### src/rtl/wwdg_pkg.sv
package wwdg_pkg;

   typedef enum logic [1:0] {
      FK_NONE = 2'b00,
      FK_FAST = 2'b01,
      FK_SLOW = 2'b10
   } fault_kind_e;

   localparam int unsigned MAX_HI_UNITS = 18000;

   // Lower window edge per option, in 0.1 ms units
   function automatic int unsigned lo_units(input logic [2:0] sel);
      case (sel)
         3'd0:    return 15;
         3'd1:    return 150;
         3'd2:    return 150;
         3'd3:    return 15;
         3'd4:    return 150;
         3'd5:    return 230;
         3'd6:    return 390;
         default: return 7190;
      endcase
   endfunction

   // Upper window edge per option, in 0.1 ms units
   function automatic int unsigned hi_units(input logic [2:0] sel);
      case (sel)
         3'd0:    return 150;
         3'd1:    return 1500;
         3'd2:    return 4500;
         3'd3:    return 150;
         3'd4:    return 900;
         3'd5:    return 630;
         3'd6:    return 1080;
         default: return MAX_HI_UNITS;
      endcase
   endfunction

endpackage

### src/rtl/wwdg_kick_filter.sv
module wwdg_kick_filter #(
   parameter int STAGES   = 2,
   parameter int MIN_HIGH = 4
) (
   input  logic clk,
   input  logic rst,
   input  logic kick_async,
   output logic fall
);
   logic [STAGES-1:0] chain;
   logic              cur;
   logic              prev;

   assign cur = chain[STAGES-1];

   always_ff @(posedge clk) begin
      if (rst) begin
         chain <= '1;
         prev  <= 1'b1;
      end else begin
         chain[0] <= kick_async;
         for (int i = 1; i < STAGES; i++) chain[i] <= chain[i-1];
         prev <= cur;
      end
   end

   generate
      if (MIN_HIGH > 0) begin : g_filt
         localparam int HW = $clog2(MIN_HIGH + 1);
         logic [HW-1:0] hi_cnt;
         always_ff @(posedge clk) begin
            if (rst || !cur)                 hi_cnt <= '0;
            else if (hi_cnt != HW'(MIN_HIGH)) hi_cnt <= hi_cnt + 1'b1;
         end
         assign fall = prev & ~cur & (hi_cnt == HW'(MIN_HIGH));
      end else begin : g_raw
         assign fall = prev & ~cur;
      end
   endgenerate
endmodule

### src/rtl/wwdg_window.sv
module wwdg_window
   import wwdg_pkg::*;
#(
   parameter int UNIT_TICKS = 2,
   parameter int CNT_W      = 16
) (
   input  logic       clk,
   input  logic       rst,
   input  logic [2:0] win_sel,
   input  logic       fall,
   input  logic       blank,
   output logic       fast_hit,
   output logic       slow_hit
);
   logic [CNT_W-1:0] cnt;
   logic [CNT_W-1:0] lo_lim;
   logic [CNT_W-1:0] hi_lim;
   logic             exempt;

   assign lo_lim = CNT_W'(lo_units(win_sel) * UNIT_TICKS);
   assign hi_lim = CNT_W'(hi_units(win_sel) * UNIT_TICKS);

   always_comb begin
      fast_hit = !blank && fall && !exempt && (cnt < lo_lim);
      slow_hit = !blank && !fall && (cnt >= hi_lim);
   end

   always_ff @(posedge clk) begin
      if (rst || blank) begin
         cnt    <= '0;
         exempt <= 1'b1;
      end else if (fall) begin
         cnt    <= '0;
         exempt <= 1'b0;
      end else if (cnt < hi_lim) begin
         cnt <= cnt + 1'b1;
      end
   end
endmodule

### src/rtl/wwdg_pulse.sv
module wwdg_pulse
   import wwdg_pkg::*;
#(
   parameter int PULSE_TICKS = 20
) (
   input  logic        clk,
   input  logic        rst,
   input  logic        sys_rst_act,
   input  logic        fast_hit,
   input  logic        slow_hit,
   output logic        active,
   output logic        fault_n,
   output fault_kind_e kind
);
   localparam int PW = $clog2(PULSE_TICKS + 1);

   logic [PW-1:0] pcnt;

   assign active  = (pcnt != '0);
   assign fault_n = !active;

   always_ff @(posedge clk) begin
      if (rst) begin
         pcnt <= '0;
         kind <= FK_NONE;
      end else if (sys_rst_act) begin
         pcnt <= '0;
      end else if (active) begin
         pcnt <= pcnt - 1'b1;
      end else if (fast_hit || slow_hit) begin
         pcnt <= PW'(PULSE_TICKS);
         kind <= fast_hit ? FK_FAST : FK_SLOW;
      end
   end
endmodule

### src/rtl/wwdg_monitor.sv
module wwdg_monitor
   import wwdg_pkg::*;
#(
   parameter int UNIT_TICKS  = 2,
   parameter int PULSE_UNITS = 10,
   parameter int MIN_HIGH    = 4,
   parameter int SYNC_STAGES = 2
) (
   input  logic       clk,
   input  logic       rst,
   input  logic       kick_in,
   input  logic       sys_rst_act,
   input  logic [2:0] win_sel,
   output logic       fault_n,
   output logic [1:0] fault_kind
);
   localparam int PULSE_TICKS = PULSE_UNITS * UNIT_TICKS;
   localparam int CNT_W       = $clog2(MAX_HI_UNITS * UNIT_TICKS + 1);
   localparam int MIN_LO      = 15 * UNIT_TICKS;

   initial begin
      assert (UNIT_TICKS > 0)  else $error("UNIT_TICKS must be positive");
      assert (PULSE_UNITS > 0) else $error("PULSE_UNITS must be positive");
      assert (SYNC_STAGES >= 2) else $error("SYNC_STAGES must be at least 2");
      assert (MIN_HIGH >= 0 && MIN_HIGH < MIN_LO)
         else $error("MIN_HIGH must be below the shortest lower limit");
   end

   logic        fall;
   logic        fast_hit;
   logic        slow_hit;
   logic        pulse_on;
   logic        blank;
   fault_kind_e kind;

   assign blank      = sys_rst_act | pulse_on;
   assign fault_kind = kind;

   wwdg_kick_filter #(
      .STAGES   (SYNC_STAGES),
      .MIN_HIGH (MIN_HIGH)
   ) u_filter (
      .clk        (clk),
      .rst        (rst),
      .kick_async (kick_in),
      .fall       (fall)
   );

   wwdg_window #(
      .UNIT_TICKS (UNIT_TICKS),
      .CNT_W      (CNT_W)
   ) u_window (
      .clk      (clk),
      .rst      (rst),
      .win_sel  (win_sel),
      .fall     (fall),
      .blank    (blank),
      .fast_hit (fast_hit),
      .slow_hit (slow_hit)
   );

   wwdg_pulse #(
      .PULSE_TICKS (PULSE_TICKS)
   ) u_pulse (
      .clk         (clk),
      .rst         (rst),
      .sys_rst_act (sys_rst_act),
      .fast_hit    (fast_hit),
      .slow_hit    (slow_hit),
      .active      (pulse_on),
      .fault_n     (fault_n),
      .kind        (kind)
   );
endmodule

### config.mk
export PLATFORM = sky130hd
export DESIGN_NAME = wwdg_monitor
export DESIGN_NICKNAME = d
export VERILOG_FILES = /design/src/rtl/wwdg_pkg.sv /design/src/rtl/wwdg_kick_filter.sv /design/src/rtl/wwdg_window.sv /design/src/rtl/wwdg_pulse.sv /design/src/rtl/wwdg_monitor.sv
export SDC_FILE = /design/constraint.sdc
export NUM_CORES = 1
export LEC_CHECK = 0
export BUFFER_PORTS_ARGS = -buffer_cell sky130_fd_sc_hd__buf_2
export CAP_MARGIN = 20
export CORE_MARGIN = 8
export CORE_UTILIZATION = 23
export DETAILED_ROUTE_END_ITERATION = 7
export HOLD_SLACK_MARGIN = 0.02
export PLACE_DENSITY = 0.36
export SLEW_MARGIN = 15
export SYNTH_ARGS = -nofsm -noshare
export SYNTH_HDL_FRONTEND = slang
export SYNTH_SLANG_ARGS = --single-unit
### constraint.sdc
create_clock -name clk -period 4.7 [get_ports clk]
set_input_delay 0.47 -clock clk [delete_from_list [all_inputs] [get_ports clk]]
set_output_delay 0.47 -clock clk [all_outputs]
set_load 0.05 [all_outputs]
==> results of run 1 <==
registers in the layout (all words and copies together), names as in the netlist:
register and flops:
u_filter.chain 2, u_filter.g_filt.hi_cnt 3, u_filter.prev 1, u_pulse.kind 2, u_pulse.pcnt 5, u_window.cnt 16
u_window.exempt 1
layout make-up:
type / instances / share of cell area
Multi-Input combinational cell: 191 / 0.590
Sequential cell: 30 / 0.269
Tap cell: 108 / 0.0606
Clock buffer: 7 / 0.0387
Timing Repair Buffer: 9 / 0.0202
Inverter: 10 / 0.0191
Clock inverter: 1 / 0.00224
cells by family (layout without fill, tap and decap cells):
| family | after synthesis | count (layout) | synth area share |
|---|---|---|---|
| compound gates | 54 | 54 | 0.178 |
| buf+inv | 17 | 27 | 0.0395 |
| mux | 1 | 1 | 0.00502 |
| xor+xnor | 8 | 8 | 0.0351 |
| fa+ha+maj | 24 | 24 | 0.151 |
| flops | 30 | 30 | 0.301 |
| simple gates | 104 | 104 | 0.290 |
through the flow:
stage,cells,utilization,setup slack (ns)
2_1_floorplan,238,-,1.86
3_3_place_gp,348,0.250,1.66
3_5_place_dp,348,0.250,1.60
4_1_cts,356,0.261,1.88
5_1_grt,356,0.261,1.59
6_report,356,0.261,1.85
synth_stat cells, drive strengths merged (6+ instances only):
| master | count | area [µm²] |
|---|---|---|
| a21oi | 18 | 93.8 |
| dfxtp | 30 | 601 |
| inv | 9 | 33.8 |
| nor3 | 6 | 30.0 |
| nand3 | 11 | 60.1 |
| nor2 | 24 | 90.1 |
| nand2 | 16 | 60.1 |
| ha | 24 | 300 |
| nand4 | 9 | 56.3 |
| or3 | 11 | 70.1 |
| o21ai | 14 | 70.1 |
per-layer routing:
layer  track usage  vias to the layer above  share of wire
met3        0.0230                        5          0.038
met5             0                        -              0
met1         0.119                      739           0.52
li1              -                      888              -
met4        0.0293                        0          0.010
met2         0.131                       20           0.43
worst max-delay path: stages:
cell and delay (ns):
buf_2 0.16, nor2b_1 0.30, nand2_1 0.12, and2_1 0.20, ha_1 0.29, o21a_1 0.17, o2bb2ai_1 0.18, a2111o_1 0.28
nand4_1 0.31, or3_1 0.43, a21oi_1 0.14
final timing paths:
check / start / endpoint / slack (ns) / cells after the start
setup / recovery: win_sel[1] / u_window.cnt[12]$_SDFFE_PP0N_ / 1.85 / 11
hold reg to reg: u_filter.chain[0]$_SDFF_PP1_ / u_filter.chain[1]$_SDFF_PP1_ / 0.41 / 1
hold / removal: kick_in / u_filter.chain[0]$_SDFF_PP1_ / 0.37 / 2
setup reg to reg: u_pulse.pcnt[0]$_SDFFE_PP0P_ / u_pulse.pcnt[2]$_SDFFE_PP0P_ / 2.35 / 9
power by group through the flow:
stage | Combinational [µW] | Clock, µW | Sequential (µW)
after detailed placement | 239 | 0 | 296
after global routing | 270 | 243 | 294
after CTS | 241 | 228 | 291
after floorplan | 215 | 0 | 292
final | 236 | 215 | 291
after global placement | 244 | 0 | 297
==> results.yml, run 1 <==
finish:
  stdcell_area_mm2: 0.00223
  area_growth_pct: 11.8
  regArea_um2: 601
  fin_nets: 278
  diodes: 0
  fill_cells: 938
  drive_gt1_frac: 0.117
  layout_commonest_cell: "dfxtp_1"
  multiInputGateArea_mm2: 0.00132
  final_cell_mix: "dfxtp_1 (30), nor2_1 (24), ha_1 (24)"
placement:
  gp_congestion: 0.717
  dpl_cell_area_mm2: 0.00214
  dpl.hpwl_um: 3700
  portBuffers: 9
clock_tree:
  ctsResizeCount: 0
  clk_path_buf_depth: 2
  cts_made_buffers: 5
  clock_latency_ns: 0.28
  cts_sinks: 30
  htreeDepth: 2
  ctsHoldBuffers: 0
  cts_setup_buffers: 0
  cts_tree: "built"
  root_buffer: "clkbuf_8"
  clk_pin_slew_worst_paths_ns: 0.07
job:
  drv_cap: 0
synth:
  yosysUniqueCellTypes: 48
  synth_edf_count: 0
  async_flop_share: 0
  syn-mean-instance-area_um2: 8.38
  synth_area_mm2: 0.00199
  ys_seq_area_frac: 0.301
  syn-instance-count: 238
  ys_ff_latch: 30
  ys.flop_type: "dfxtp_1"
  synth_nets: 269
  yosys_warnings: 0
drt:
  wire_per_inst_um: 13.3
  vias: 1652
  ant_nets: 0
  avgViaCountPerCell: 4.64
  first_iter_violations: 78
  route.detailed.drc: 0
  firstDrtPassIters: 5
  detail_route.wirelength_um: 4750
die:
  die_area_mm2: 0.0119
  rows: 34
  die_w_um: 109
  die_height_um: 109
  io_pins: 10
  start_util: 0.233
  coreArea_mm2: 0.00855
power_and_ir_drop:
  cellPowerDensity_mw_per_mm2: 333
  pwr-share-comb: 0.318
  total_power_uw: 742
  p_int_uw: 472
  seqPwrFrac: 0.393
  p_sw_uw: 269
  total_leakage_power_uw: 0.000867
  clkPwrFrac: 0.289
  ir_worst_vdd_uv: 288
  p_sw_frac: 0.363
sta:
  setup_tns_ns: 0
  worst_pin_slew_ns: 0.546
  period_needed_ns: 2.85
  fmax_mhz: 351
  rsz0062_at_grt: "no"
  setup_viol: 0
  finalMaxSlewViolations: 0
  hold_viol: 0
  fin_crit_sh: 0.606
  timing.slew.headroom: 0.636
  holdWs_ns: 0.374
  finClkSkew_ns: 0.00483
grt:
  grt_usage: 0.0877
  grt-ovfl-total: 0
  grt_start_max_net_pins: 15
  antenna_found_initial: 0
  grt_first_pass_wirelength_um: 8260
  grt_pass1_vias: 1672
hold_path:
  hold_path.class: "primary input to flip-flop"
worst_setup_path:
  critical_path.endpoint_type: "flip-flop"
  cp_max_fo: 8
  critPathLaunchType: "primary input"
  worstSetupPathType: "primary input to flip-flop"
  crit_arrival_ns: 3.06
  worstPathRequired_ns: 4.91
outcome:
  status: "finished, final reports clean"
No activity file was read; power rests on OpenSTA's default activity.
==> run 2: changes to the inputs <==
--- a/config.mk
+++ b/config.mk
@@ -11,7 +11,7 @@
 export CORE_UTILIZATION = 23
 export DETAILED_ROUTE_END_ITERATION = 7
 export HOLD_SLACK_MARGIN = 0.02
-export PLACE_DENSITY = 0.36
+export PLACE_DENSITY = 0.37
 export SLEW_MARGIN = 15
 export SYNTH_ARGS = -nofsm -noshare
 export SYNTH_HDL_FRONTEND = slang
==> constraint.sdc (replaced) <==
create_clock -name clk -period 2.6 [get_ports clk]
set_input_delay 0.26 -clock clk [delete_from_list [all_inputs] [get_ports clk]]
set_output_delay 0.26 -clock clk [all_outputs]
set_load 0.05 [all_outputs]
==> run 2 against run 1 <==
Net effect:
- sequential power is 81% higher
- via count up 5.8%
- non-clock buffer count up 22
- first-iteration DRC count fell by 14%
- clock skew grew 0.0019 ns
- hold slack lost 0.21 ns
- die area unchanged
- sequential cell count stayed put
==> results.yml, run 2 (synthesized netlist as in run 1, its figures left out) <==
clock_tree:
  cts_sinks: 30
  clock_latency_ns: 0.28
  clk_pin_slew_worst_paths_ns: 0.06
  cts_tree: "built"
  root_buffer: "clkbuf_8"
  cts_made_buffers: 5
  htreeDepth: 2
  clk_path_buf_depth: 2
placement:
  portBuffers: 9
  gp_congestion: 0.770
  dpl.hpwl_um: 3730
sta:
  fmax_mhz: 423
  finClkSkew_ns: 0.00674
  period_needed_ns: 2.37
  holdWs_ns: 0.166
  fin_crit_sh: 0.910
  setup_viol: 0
  finalMaxSlewViolations: 0
  worst_pin_slew_ns: 0.542
  timing.slew.headroom: 0.638
  rsz0062_at_grt: "no"
  hold_viol: 0
grt:
  grt-ovfl-total: 0
  grt_start_max_net_pins: 15
  grt_pass1_vias: 1705
  antenna_found_initial: 0
  grt_first_pass_wirelength_um: 8190
  grt_usage: 0.0861
worst_setup_path:
  rrSetupSlack_ns: 0.35
  worstSetupPathType: "primary input to flip-flop"
  critical_path.max_stage_delay_ns: 0.44
  critPathLaunchType: "primary input"
  r2r-start: "u_pulse.pcnt[0]$_SDFFE_PP0P_"
  critical_path_buf_inv_count: 4
  timing.rr.end: "u_pulse.pcnt[2]$_SDFFE_PP0P_"
  crit_arrival_ns: 2.51
  crit_family: "simple AND/OR/NAND/NOR gates"
  reg2regPathDepth: 9
  cp_max_fo: 5
  critical_path.endpoint_type: "flip-flop"
  slowest_stage: "a2111o_1"
  worstPathRequired_ns: 2.75
  path_cells: "buf_2 -> buf_4 -> inv_1 -> nand3_1 -> and2_4 -> ha_1 -> nand3_1 -> or2_2 -> a2111o_1 -> buf_4 -> nand2_1 -> xor2_1 -> nor2_1"
die:
  start_util: 0.233
  die_area_mm2: 0.0119
  coreArea_mm2: 0.00855
  die_w_um: 109
  rows: 34
  die_height_um: 109
  io_pins: 10
finish:
  layout_commonest_cell: "dfxtp_1"
  reg.largest.list: "u_window.cnt (16), u_pulse.pcnt (5), u_filter.g_filt.hi_cnt (3)"
  fin_nets: 300
  diodes: 0
  fin_util: 0.281
  regMostFlops: "u_window.cnt"
  area_growth_pct: 20.5
  fill_cells: 927
  drive_gt1_frac: 0.198
  largest_reg_flops: 16
  final_cell_mix: "dfxtp_1 (30), nor2_1 (24), ha_1 (24)"
drt:
  detail_route.wirelength_um: 4820
  vias: 1747
  first_iter_violations: 67
  ant_nets: 0
  avgViaCountPerCell: 4.65
  route.detailed.drc: 0
  firstDrtPassIters: 4
  wire_per_inst_um: 12.8
hold_path:
  hold_depth: 2
  hold_end: "u_filter.chain[0]$_SDFF_PP1_"
  hold_path.class: "primary input to flip-flop"
  min-delay-start: "kick_in"
power_and_ir_drop:
  total_leakage_power_uw: 0.000974
  cellPowerDensity_mw_per_mm2: 571
  ir_worst_vdd_uv: 538
job:
  drv_cap: 0
outcome:
  status: "finished, final reports clean"
## run 2: how the worst max path moves through the flow
stage | start | end | slack [ns] | cells past startpoint
2_1_floorplan | win_sel[1] | u_window.cnt[13]$_SDFFE_PP0N_ | 0.03 | 11
3_3_place_gp | win_sel[1] | u_window.cnt[0]$_SDFFE_PP0N_ | -0.12 | 12
3_5_place_dp | win_sel[1] | u_window.cnt[6]$_SDFFE_PP0N_ | -0.14 | 12
4_1_cts | win_sel[1] | u_window.cnt[6]$_SDFFE_PP0N_ | 0.15 | 12
5_1_grt | win_sel[1] | u_window.cnt[6]$_SDFFE_PP0N_ | 0.02 | 13
6_report | win_sel[1] | u_window.cnt[0]$_SDFFE_PP0N_ | 0.23 | 13
## run 2: where the power goes
part | total [µW] | leakage, µW | internal [µW] | switching [µW]
Clock | 373 | 0.0000431 | 204 | 169
Combinational | 472 | 0.000688 | 181 | 291
Sequential | 526 | 0.000243 | 494 | 32.2
Total | 1370 | 0.000974 | 879 | 493
## run 2: layout make-up
class | instances | area, µm² | area share
Tap cell | 108 | 135 | 0.0563
Clock buffer | 6 | 82.6 | 0.0344
Sequential cell | 30 | 601 | 0.250
Timing Repair Buffer | 31 | 210 | 0.0875
Multi-Input combinational cell | 191 | 1330 | 0.554
Inverter | 10 | 42.5 | 0.0177
## run 2: timing repair
action / 4_1_cts / 5_1_grt
hold buffers: 0 / 0
buffers inserted: 0 / 0
resized for setup: 0 / 3
endpoints found under the setup margin: 0 / 10
## run 2: routing by layer
| metal | GRT usage | vias to the layer above | share of wire |
|---|---|---|---|
| met5 | 0 | - | 0 |
| met4 | 0.0293 | 0 | 0.0095 |
| met3 | 0.0207 | 4 | 0.032 |
| met2 | 0.130 | 19 | 0.44 |
| met1 | 0.116 | 797 | 0.52 |
| li1 | - | 927 | - |
## run 2: through the flow
stage	power [µW]	cells	TNS (ns)	area [µm²]	setup WS, ns
global placement	1010	370	-1.35	2310	-0.121
CTS	1400	376	0	2390	0.154
global route	1460	376	0	2400	0.0197
floorplan	915	238	0	2000	0.0254
finish	1370	376	0	2400	0.233
detailed placement	1010	370	-1.65	2310	-0.136
